==> config.mk <==
export PLATFORM = sky130hd
export DESIGN_NAME = mbist_engine
export DESIGN_NICKNAME = d
export VERILOG_FILES = /design/src/rtl/mbist_pkg.sv /design/src/rtl/mbist_patgen.sv /design/src/rtl/mbist_seq.sv /design/src/rtl/mbist_cmp.sv /design/src/rtl/mbist_ram_mux.sv /design/src/rtl/mbist_engine.sv
export SDC_FILE = /design/constraint.sdc
export NUM_CORES = 1
export LEC_CHECK = 0
export BUFFER_PORTS_ARGS = -buffer_cell sky130_fd_sc_hd__buf_4
export CAP_MARGIN = 40
export CORE_UTILIZATION = 50
export CTS_BUF_LIST = sky130_fd_sc_hd__clkbuf_4 sky130_fd_sc_hd__clkbuf_8
export CTS_CLUSTER_DIAMETER = 120
export DETAILED_ROUTE_END_ITERATION = 8
export GPL_TIMING_DRIVEN = 0
export PLACE_DENSITY = 0.78
export SYNTH_ARGS = -nofsm -noshare
export SYNTH_HDL_FRONTEND = slang
export SYNTH_SLANG_ARGS = --single-unit
==> constraint.sdc <==
create_clock -name clk -period 2.7 [get_ports clk]
set_input_delay 0.405 -clock clk [delete_from_list [all_inputs] [get_ports clk]]
set_output_delay 0.405 -clock clk [all_outputs]
set_load 0.02 [all_outputs]
==> src/rtl/mbist_pkg.sv <==
package mbist_pkg;
  typedef enum logic [1:0] {
    ST_IDLE  = 2'd0,
    ST_WR    = 2'd1,
    ST_RD    = 2'd2,
    ST_DRAIN = 2'd3
  } mbist_state_e;
endpackage

==> src/rtl/mbist_patgen.sv <==
module mbist_patgen #(
  parameter int DATA_W  = 8,
  parameter int PERIOD  = 7,
  parameter int PAT_MUL = 37,
  parameter int PAT_ADD = 11,
  localparam int IDX_W  = (PERIOD > 1) ? $clog2(PERIOD) : 1
) (
  input  logic              clk,
  input  logic              rst,
  input  logic              restart,
  input  logic              advance,
  input  logic              invert,
  output logic [DATA_W-1:0] pattern
);
  logic [IDX_W-1:0] idx_q;

  // modulo-PERIOD index; restart wins over advance
  always_ff @(posedge clk) begin
    if (rst) begin
      idx_q <= '0;
    end else if (restart) begin
      idx_q <= '0;
    end else if (advance) begin
      idx_q <= (idx_q == IDX_W'(PERIOD - 1)) ? '0 : idx_q + 1'b1;
    end
  end

  // word = idx * MUL + ADD, truncated to DATA_W, optionally complemented
  always_comb begin
    pattern = DATA_W'(idx_q) * DATA_W'(PAT_MUL) + DATA_W'(PAT_ADD);
    pattern = pattern ^ {DATA_W{invert}};
  end

  AST_IDX_RANGE: assert property (@(posedge clk) disable iff (rst)
    32'(idx_q) < PERIOD);
endmodule

==> src/rtl/mbist_seq.sv <==
module mbist_seq
  import mbist_pkg::*;
#(
  parameter int ROW_BITS = 3,
  parameter int COL_BITS = 2,
  localparam int ADDR_W  = ROW_BITS + COL_BITS
) (
  input  logic              clk,
  input  logic              rst,
  input  logic              test_mode,
  input  logic              start,
  output logic              start_acc,
  output logic              busy,
  output logic              done,
  output logic              eng_en,
  output logic              eng_we,
  output logic [ADDR_W-1:0] eng_addr,
  output logic              invert,
  output logic              pat_restart,
  output logic              rd_issue
);
  mbist_state_e        state_q;
  logic [ROW_BITS-1:0] row_q;
  logic [COL_BITS-1:0] col_q;
  logic                inv_q;
  logic                done_q;
  logic                last;

  assign last        = (&row_q) && (&col_q);
  assign busy        = (state_q != ST_IDLE);
  assign start_acc   = (state_q == ST_IDLE) && start && test_mode;
  assign eng_en      = (state_q == ST_WR) || (state_q == ST_RD);
  assign eng_we      = (state_q == ST_WR);
  assign rd_issue    = (state_q == ST_RD);
  assign eng_addr    = {row_q, col_q};
  assign invert      = inv_q;
  assign done        = done_q;
  assign pat_restart = start_acc || (eng_en && last);

  always_ff @(posedge clk) begin
    if (rst) begin
      state_q <= ST_IDLE;
      row_q   <= '0;
      col_q   <= '0;
      inv_q   <= 1'b0;
      done_q  <= 1'b0;
    end else begin
      case (state_q)
        ST_IDLE: begin
          if (start_acc) begin
            state_q <= ST_WR;
            row_q   <= '0;
            col_q   <= '0;
            inv_q   <= 1'b0;
            done_q  <= 1'b0;
          end
        end
        ST_WR, ST_RD: begin
          // column counts fastest; both wrap to zero after the last word
          col_q <= col_q + 1'b1;
          if (&col_q) row_q <= row_q + 1'b1;
          if (last) begin
            if (state_q == ST_WR)  state_q <= ST_RD;
            else if (!inv_q) begin
              state_q <= ST_WR;
              inv_q   <= 1'b1;
            end else               state_q <= ST_DRAIN;
          end
        end
        ST_DRAIN: begin
          state_q <= ST_IDLE;
          done_q  <= 1'b1;
        end
        default: state_q <= ST_IDLE;
      endcase
    end
  end

  AST_DONE_NOT_BUSY: assert property (@(posedge clk) disable iff (rst)
    !(done_q && busy));
  AST_ADDR_RESTART: assert property (@(posedge clk) disable iff (rst)
    $rose(busy) |-> (eng_addr == '0));
  AST_RUN_HOLDS: assert property (@(posedge clk) disable iff (rst)
    (busy && state_q != ST_DRAIN) |=> busy);
endmodule

==> src/rtl/mbist_cmp.sv <==
module mbist_cmp #(
  parameter int ADDR_W = 5,
  parameter int DATA_W = 8
) (
  input  logic              clk,
  input  logic              rst,
  input  logic              clear,
  input  logic              rd_issue,
  input  logic [ADDR_W-1:0] issue_addr,
  input  logic [DATA_W-1:0] issue_exp,
  input  logic [DATA_W-1:0] rd_data,
  output logic              fail,
  output logic [ADDR_W-1:0] fail_addr
);
  logic              pend_q;
  logic [ADDR_W-1:0] pend_addr_q;
  logic [DATA_W-1:0] pend_exp_q;
  logic              fail_q;
  logic [ADDR_W-1:0] fail_addr_q;
  logic              mismatch;

  assign mismatch  = pend_q && (rd_data != pend_exp_q);
  assign fail      = fail_q;
  assign fail_addr = fail_addr_q;

  always_ff @(posedge clk) begin
    if (rst) begin
      pend_q      <= 1'b0;
      pend_addr_q <= '0;
      pend_exp_q  <= '0;
      fail_q      <= 1'b0;
      fail_addr_q <= '0;
    end else begin
      // read data comes back one cycle after the request
      pend_q      <= rd_issue;
      pend_addr_q <= issue_addr;
      pend_exp_q  <= issue_exp;
      if (clear) begin
        fail_q      <= 1'b0;
        fail_addr_q <= '0;
      end else if (mismatch && !fail_q) begin
        fail_q      <= 1'b1;
        fail_addr_q <= pend_addr_q;
      end
    end
  end

  AST_FAIL_STICKY: assert property (@(posedge clk) disable iff (rst)
    (fail_q && !clear) |=> fail_q);
  AST_FADDR_HOLD: assert property (@(posedge clk) disable iff (rst)
    (fail_q && !clear) |=> $stable(fail_addr_q));
  AST_FAIL_CAUSE: assert property (@(posedge clk) disable iff (rst)
    $rose(fail_q) |-> $past(pend_q));
endmodule

==> src/rtl/mbist_ram_mux.sv <==
module mbist_ram_mux #(
  parameter int ADDR_W = 5,
  parameter int DATA_W = 8
) (
  input  logic              sel_eng,
  input  logic              eng_en,
  input  logic              eng_we,
  input  logic [ADDR_W-1:0] eng_addr,
  input  logic [DATA_W-1:0] eng_wdata,
  input  logic              fn_en,
  input  logic              fn_we,
  input  logic [ADDR_W-1:0] fn_addr,
  input  logic [DATA_W-1:0] fn_wdata,
  output logic [DATA_W-1:0] fn_rdata,
  output logic              ram_en,
  output logic              ram_we,
  output logic [ADDR_W-1:0] ram_addr,
  output logic [DATA_W-1:0] ram_wdata,
  input  logic [DATA_W-1:0] ram_rdata
);
  always_comb begin
    if (sel_eng) begin
      ram_en    = eng_en;
      ram_we    = eng_en && eng_we;
      ram_addr  = eng_addr;
      ram_wdata = eng_wdata;
    end else begin
      ram_en    = fn_en;
      ram_we    = fn_en && fn_we;
      ram_addr  = fn_addr;
      ram_wdata = fn_wdata;
    end
  end

  assign fn_rdata = ram_rdata;
endmodule

==> src/rtl/mbist_engine.sv <==
module mbist_engine #(
  parameter int ROW_BITS = 3,
  parameter int COL_BITS = 2,
  parameter int DATA_W   = 8,
  parameter int PERIOD   = 7,
  parameter int PAT_MUL  = 37,
  parameter int PAT_ADD  = 11,
  localparam int ADDR_W  = ROW_BITS + COL_BITS
) (
  input  logic              clk,
  input  logic              rst,
  input  logic              test_mode,
  input  logic              start,
  output logic              busy,
  output logic              done,
  output logic              fail,
  output logic [ADDR_W-1:0] fail_addr,
  input  logic              fn_en,
  input  logic              fn_we,
  input  logic [ADDR_W-1:0] fn_addr,
  input  logic [DATA_W-1:0] fn_wdata,
  output logic [DATA_W-1:0] fn_rdata,
  output logic              ram_en,
  output logic              ram_we,
  output logic [ADDR_W-1:0] ram_addr,
  output logic [DATA_W-1:0] ram_wdata,
  input  logic [DATA_W-1:0] ram_rdata
);
  logic              start_acc;
  logic              eng_en;
  logic              eng_we;
  logic [ADDR_W-1:0] eng_addr;
  logic              invert;
  logic              pat_restart;
  logic              rd_issue;
  logic [DATA_W-1:0] pattern;
  logic              sel_eng;

  assign sel_eng = test_mode || busy;

  mbist_seq #(.ROW_BITS(ROW_BITS), .COL_BITS(COL_BITS)) u_seq (
    .clk(clk), .rst(rst), .test_mode(test_mode), .start(start),
    .start_acc(start_acc), .busy(busy), .done(done),
    .eng_en(eng_en), .eng_we(eng_we), .eng_addr(eng_addr),
    .invert(invert), .pat_restart(pat_restart), .rd_issue(rd_issue)
  );

  mbist_patgen #(.DATA_W(DATA_W), .PERIOD(PERIOD), .PAT_MUL(PAT_MUL),
                 .PAT_ADD(PAT_ADD)) u_patgen (
    .clk(clk), .rst(rst), .restart(pat_restart), .advance(eng_en),
    .invert(invert), .pattern(pattern)
  );

  mbist_cmp #(.ADDR_W(ADDR_W), .DATA_W(DATA_W)) u_cmp (
    .clk(clk), .rst(rst), .clear(start_acc), .rd_issue(rd_issue),
    .issue_addr(eng_addr), .issue_exp(pattern), .rd_data(ram_rdata),
    .fail(fail), .fail_addr(fail_addr)
  );

  mbist_ram_mux #(.ADDR_W(ADDR_W), .DATA_W(DATA_W)) u_mux (
    .sel_eng(sel_eng), .eng_en(eng_en), .eng_we(eng_we),
    .eng_addr(eng_addr), .eng_wdata(pattern),
    .fn_en(fn_en), .fn_we(fn_we), .fn_addr(fn_addr), .fn_wdata(fn_wdata),
    .fn_rdata(fn_rdata), .ram_en(ram_en), .ram_we(ram_we),
    .ram_addr(ram_addr), .ram_wdata(ram_wdata), .ram_rdata(ram_rdata)
  );

  AST_FN_PASS: assert property (@(posedge clk) disable iff (rst)
    (!test_mode && !busy) |-> (ram_en == fn_en && ram_addr == fn_addr));
  AST_FN_BLOCKED: assert property (@(posedge clk) disable iff (rst)
    (test_mode && !busy) |-> !ram_en);
endmodule

# After elaboration in Yosys (flattened, before gate mapping)
# Index checks and enable logic that the tools add are counted.
dict set report word_totals {
  regBits 32
  out_inout_bits 31
  word_cells 72
  in_bits 27
}
dict set report op_classes {
  n_reduce_logical 26
  add_sub_neg 4
  bitwise_logic 1
  mux 20
  eq_ne 9
  n_mul 1
}
# operator count
set op_table {}
lappend op_table {{2-to-1 mux 2 bit} 5}
lappend op_table {{2-to-1 mux 3 bit} 3}
lappend op_table {{adder 8 x 4 -> 8 bit, second input constant} 1}
lappend op_table {{logical AND 1 bit} 8}
lappend op_table {{multiplier 3 x 6 -> 8 bit, second input constant} 1}
lappend op_table {{2-to-1 mux 8 bit} 1}
lappend op_table {{inequality test 8 bit} 1}
lappend op_table {{AND reduction 2 bit} 4}
lappend op_table {{XOR 8 bit} 1}
lappend op_table {{adder 3 x 1 -> 3 bit, second input constant} 2}
lappend op_table {{inequality test 2 x 1 -> 1 bit, second input constant} 3}
lappend op_table {{one-hot mux 2 bit (3 select lines)} 1}
lappend op_table {{one-hot mux 3 bit (2 select lines)} 1}
lappend op_table {{AND reduction 3 bit} 2}
lappend op_table {{nonzero test 2 bit} 3}
lappend op_table {{OR reduction 2 bit} 3}
lappend op_table {{2-to-1 mux 1 bit} 5}
lappend op_table {{2-to-1 mux 5 bit} 1}
lappend op_table {{equality test 2 bit, second input constant} 2}
lappend op_table {{one-hot mux 1 bit (2 select lines)} 2}
lappend op_table {{one-hot mux 2 bit (2 select lines)} 1}
lappend op_table {{AND reduction 4 bit} 1}
lappend op_table {{equality test 3 bit, second input constant} 1}
lappend op_table {{logical OR 1 bit} 3}
lappend op_table {{5 further kinds} 5}

# Depth between registers and ports, before layout
dict set report logic_depth {
  ltp_word 5
  depth_mapped 7
  mapped_depth_nobuf 7
}

# By module
# A second synthesis with hierarchy kept.
dict set report unflattened {
  cells_unflattened 205
  area_unflattened_um2 2014.4
}
# mod area_per_inst_um2 n_inst cells_each seq_area_each_um2
set modules_own_cells {}
lappend modules_own_cells {mbist_cmp 704.4 1 65 400.4}
lappend modules_own_cells {mbist_seq 549.3 1 60 180.2}
lappend modules_own_cells {mbist_patgen 461.7 1 52 60.1}
lappend modules_own_cells {mbist_ram_mux 292.8 1 27 0.0}
lappend modules_own_cells {mbist_engine 6.3 1 1 0.0}

# Worst setup path before layout
# OpenSTA, ideal clock, no wires.
dict set report synth_timing {
  kind {register to output}
  from {reg u_patgen.idx_q[0]}
  to {out ram_wdata[7]}
  path_slack_ns -0.010
  required_ns 2.295
  stages_incl_launch_ff 8
  t_arrival_ns 2.305
  path_buffers 0
  cell_sequence {dfxtp_1 > ha_1 > ha_1 > ha_1 > a21o_1 > a221o_1 > xnor2_1 > o21ai_0}
}
dict set report synth_via {
  elab_chain_cells 4
}
# element line
set synth_lines {}
lappend synth_lines {{start: declaration} mbist_patgen.sv:15} ;# logic [IDX_W-1:0] idx_q;
lappend synth_lines {{start signal: assignment} mbist_patgen.sv:24} ;# idx_q <= (idx_q == IDX_W'(PERIOD - 1)) ? '0 : idx_q + 1'b1;
lappend synth_lines {{multiplier 3 x 6 -> 8 bit} mbist_patgen.sv:30} ;# pattern = DATA_W'(idx_q) * DATA_W'(PAT_MUL) + DATA_W'(PAT_ADD);
lappend synth_lines {{adder 8 x 4 -> 8 bit} mbist_patgen.sv:30}
lappend synth_lines {{XOR 8 bit} mbist_patgen.sv:31} ;# pattern = pattern ^ {DATA_W{invert}};
lappend synth_lines {{2-to-1 mux 8 bit} mbist_ram_mux.sv:22} ;# if (sel_eng) begin
lappend synth_lines {{end: declaration} mbist_engine.sv:26} ;# output logic [DATA_W-1:0] ram_wdata,
# No other way between the ends.

# Final worst setup path
dict set report layout_timing {
  from {reg u_patgen.idx_q[2]}
  to {out ram_wdata[7]}
}
# The elaborated chain is that of the path after synthesis.

==> flow_metrics.py <==
metrics = {
    "outcome": {
        "status": "finished, final reports clean",
    },
    "cts": {
        "ctsHoldBuffers": 0,
        "clkTransAtPathRegs_ns": 0.07,
        "insertion_delay_ns": 0.28,
        "cts_max_level": 2,
        "cts_made_buffers": 5,
        "clockBufferDepth": 2,
        "cts.sinks": 32,
        "root_buffer": "clkbuf_8",
        "cts_tree": "yes",
    },
    "sta": {
        "tightest_slew_ns": 0.546,
        "final_max_slew_viol_count": 0,
        "slew_headroom_pct": 63.2,
        "fin_skew_ns": 0.00453,
        "setup_violations": 0,
        "finalSetupTns_ns": 0,
        "max_freq_mhz": 376,
        "period_share_pct": 98.5,
        "rsz0062_at_grt": "yes",
        "min_period_ns": 2.66,
        "finalHoldViolations": 0,
    },
    "worst_setup_path": {
        "r2r_setup_slack_ns": 0.79,
        "path_max_fanout": 4,
        "cp_top_family": "compound AO/OA/AOI/OAI gates",
        "critPathRequiredTime_ns": 2.30,
        "critPathBufInv": 1,
        "worstSetupStartpointType": "flip-flop",
        "path_common_cell": "ha_4",
        "arrival_ns": 2.25,
        "crit_path_end_kind": "primary output",
        "cp_cell_sequence": "ha_4 > ha_4 > ha_4 > a21o_1 > a221o_1 > xnor2_2 > o21ai_2 > buf_6",
        "path_class": "flip-flop to primary output",
        "max_stage_delay_ns": 0.36,
        "crit_slowest_cell": "dfxtp_4",
    },
    "layout": {
        "fin_nets": 347,
        "antenna_cells": 0,
        "syn_to_final_growth_pct": 38.8,
        "drive_gt1_share_pct": 32.7,
        "fin_area_um2": 2650,
    },
    "synth": {
        "synth_area_um2": 1910,
        "synthTopCellsByArea": "dfxtp_1, ha_1, nand2_1",
        "synth_commonest_cells": "nand2_1, dfxtp_1, nor2_1, a21oi_1, ha_1",
        "synth_top_area_share_pct": 33.6,
        "yosysSeqAreaShare_pct": 33.6,
        "syn-num-nets": 278,
        "synth_edf_count": 0,
        "ys_types": 35,
        "async_flop_share_pct": 0,
        "synth_ff_type": "dfxtp_1",
        "synth.largest_area_cell": "dfxtp_1",
        "yosys_warnings": 0,
        "avgSynthCellArea_um2": 8.19,
        "ys_ff_latch": 32,
        "yosysMostFrequentCell": "nand2_1",
        "synthCells": 233,
    },
    "floorplanning": {
        "start_util_pct": 52.2,
        "die_y_um": 63.8,
        "die_x_um": 63.8,
        "dieArea_um2": 4070,
        "core-area_um2": 3660,
        "io_pins": 58,
        "rows": 22,
    },
    "place": {
        "gp_congestion": 0.863,
        "io_buffer_count": 57,
        "place_area_um2": 2400,
        "post-dp-hpwl_um": 3220,
    },
    "pwr": {
        "powerDensity_nw_per_um2": 486,
        "power.leakage_nw": 1.19,
        "ir_drop_mv": 0.323,
    },
    "grt": {
        "grt_usage_pct": 22.6,
        "grt_pass1_wl_um": 6990,
        "gr-total-overflow": 0,
        "grt_pass1_vias": 1492,
        "grt_max_degree": 12,
        "antenna_found_initial": 0,
    },
    "detailed_routing": {
        "drcViolationCount": 0,
        "drtAntennaViolNets": 0,
        "finalWirelength_um": 4390,
        "post_drt_wl_per_cell_um": 12.5,
        "drt-initial-drc-count": 44,
        "viasPerCell": 5.05,
        "first_pass_iters": 4,
        "vias": 1771,
    },
    "min_path": {
        "hold_class": "primary input to flip-flop",
    },
    "flow_run": {
        "max-cap-violations": 0,
    },
}
==> cells in the final DEF (no fill, tap or decap), types with 2 or more instances in the layout <==
cell      instances
nand2b_1          3
dfxtp_1          29
a21oi_1          20
nor4_2            2
nand3_1           4
nor3_1            4
o21ai_0          13
a31oi_1           2
a22oi_1           2
buf_4            70
xor2_1           12
inv_1             9
buf_2             3
nand2_1          36
ha_1             12
nor2_1           20
and3_1            2
a211oi_1          2
mux2i_1           6
dfxtp_4           3
clkbuf_1          4
xnor2_1           8
clkbuf_8          5
o22ai_1           2
ha_4              6
nor2b_1           5
==> worst paths after layout <==
path | from | end | cells past startpoint
worst max-delay path | u_patgen.idx_q[2] | ram_wdata[7] | 8
worst min-delay path | rst | u_cmp.pend_addr_q[0] | 2
worst max register to register | u_patgen.idx_q[2] | u_cmp.pend_exp_q[7] | 7
worst min register to register | u_cmp.pend_addr_q[1] | u_cmp.fail_addr[1] | 2
==> per-layer routing <==
metal | share of wire (%) | vias up | track usage (%)
met1 | 47 | 792 | 28.0
met2 | 46 | 54 | 36.4
li1 | - | 919 | -
met4 | 1.4 | 0 | 9.09
met3 | 5.6 | 6 | 6.61
met5 | 0 | - | 0
==> worst register-to-register path, stage by stage, from the launching register on <==
cell and delay [ns]:
dfxtp_4 0.36, ha_4 0.16, ha_4 0.27, ha_4 0.21, a21o_1 0.19, a221o_1 0.33
xnor2_2 0.18, nor2_1 0.06
==> where the power goes <==
| group | total [mW] | internal, mW | switching, mW |
|---|---|---|---|
| Sequential | 0.496 | 0.486 | 0.0102 |
| Combinational | 0.340 | 0.150 | 0.190 |
| Clock | 0.452 | 0.273 | 0.180 |
==> sequential cells by signal, indices dropped and copies added (netlist names), 2 cells and up <==
signal             cells
u_patgen.idx_q         3
u_seq.row_q            3
u_cmp.pend_exp_q       8
u_cmp.fail_addr        5
u_cmp.pend_addr_q      5
u_seq.state_q          2
u_seq.col_q            2
==> per-stage QoR <==
step                      setup slack [ns]  utilization (%)  hold slack (ns)  std cells  total power [mW]
after CTS                          -0.0342             71.8            0.321        351              1.29
after floorplan                      0.141                -            0.424        233             0.701
final                               0.0413             72.4            0.330        351              1.29
after global placement             -0.0128             65.5            0.429        338             0.823
after detailed placement           -0.0505             65.5            0.439        338             0.825
after global routing               -0.0148             72.4            0.335        351              1.35
==> kinds of logic after synthesis <==
| kind of cell | synth area share, % |
|---|---|
| AO/OA/AOI/OAI | 15.9 |
| flip-flops | 33.6 |
| multiplexers | 3.15 |
| adder cells (fa/ha/maj) | 11.8 |
| buffers and inverters | 6.88 |
| AND/OR/NAND/NOR | 19.1 |
| XOR/XNOR | 9.63 |
==> final cells by class <==
class                           count  area, um^2
Buffer                             16        97.6
Clock buffer                        5        68.8
Clock inverter                      3        42.5
Fill cell                         298        1010
Inverter                            9        33.8
Multi-Input combinational cell    176        1230
Sequential cell                    32         652
Tap cell                           48        60.1
Timing Repair Buffer               62         469
==> what timing repair did <==
action,4_1_cts,5_1_grt
gates resized for setup,13,4
endpoints found under the setup margin,5,1
setup buffers,5,0
pin swaps,2,2
Note: power is estimated with default switching activity, not from simulation.
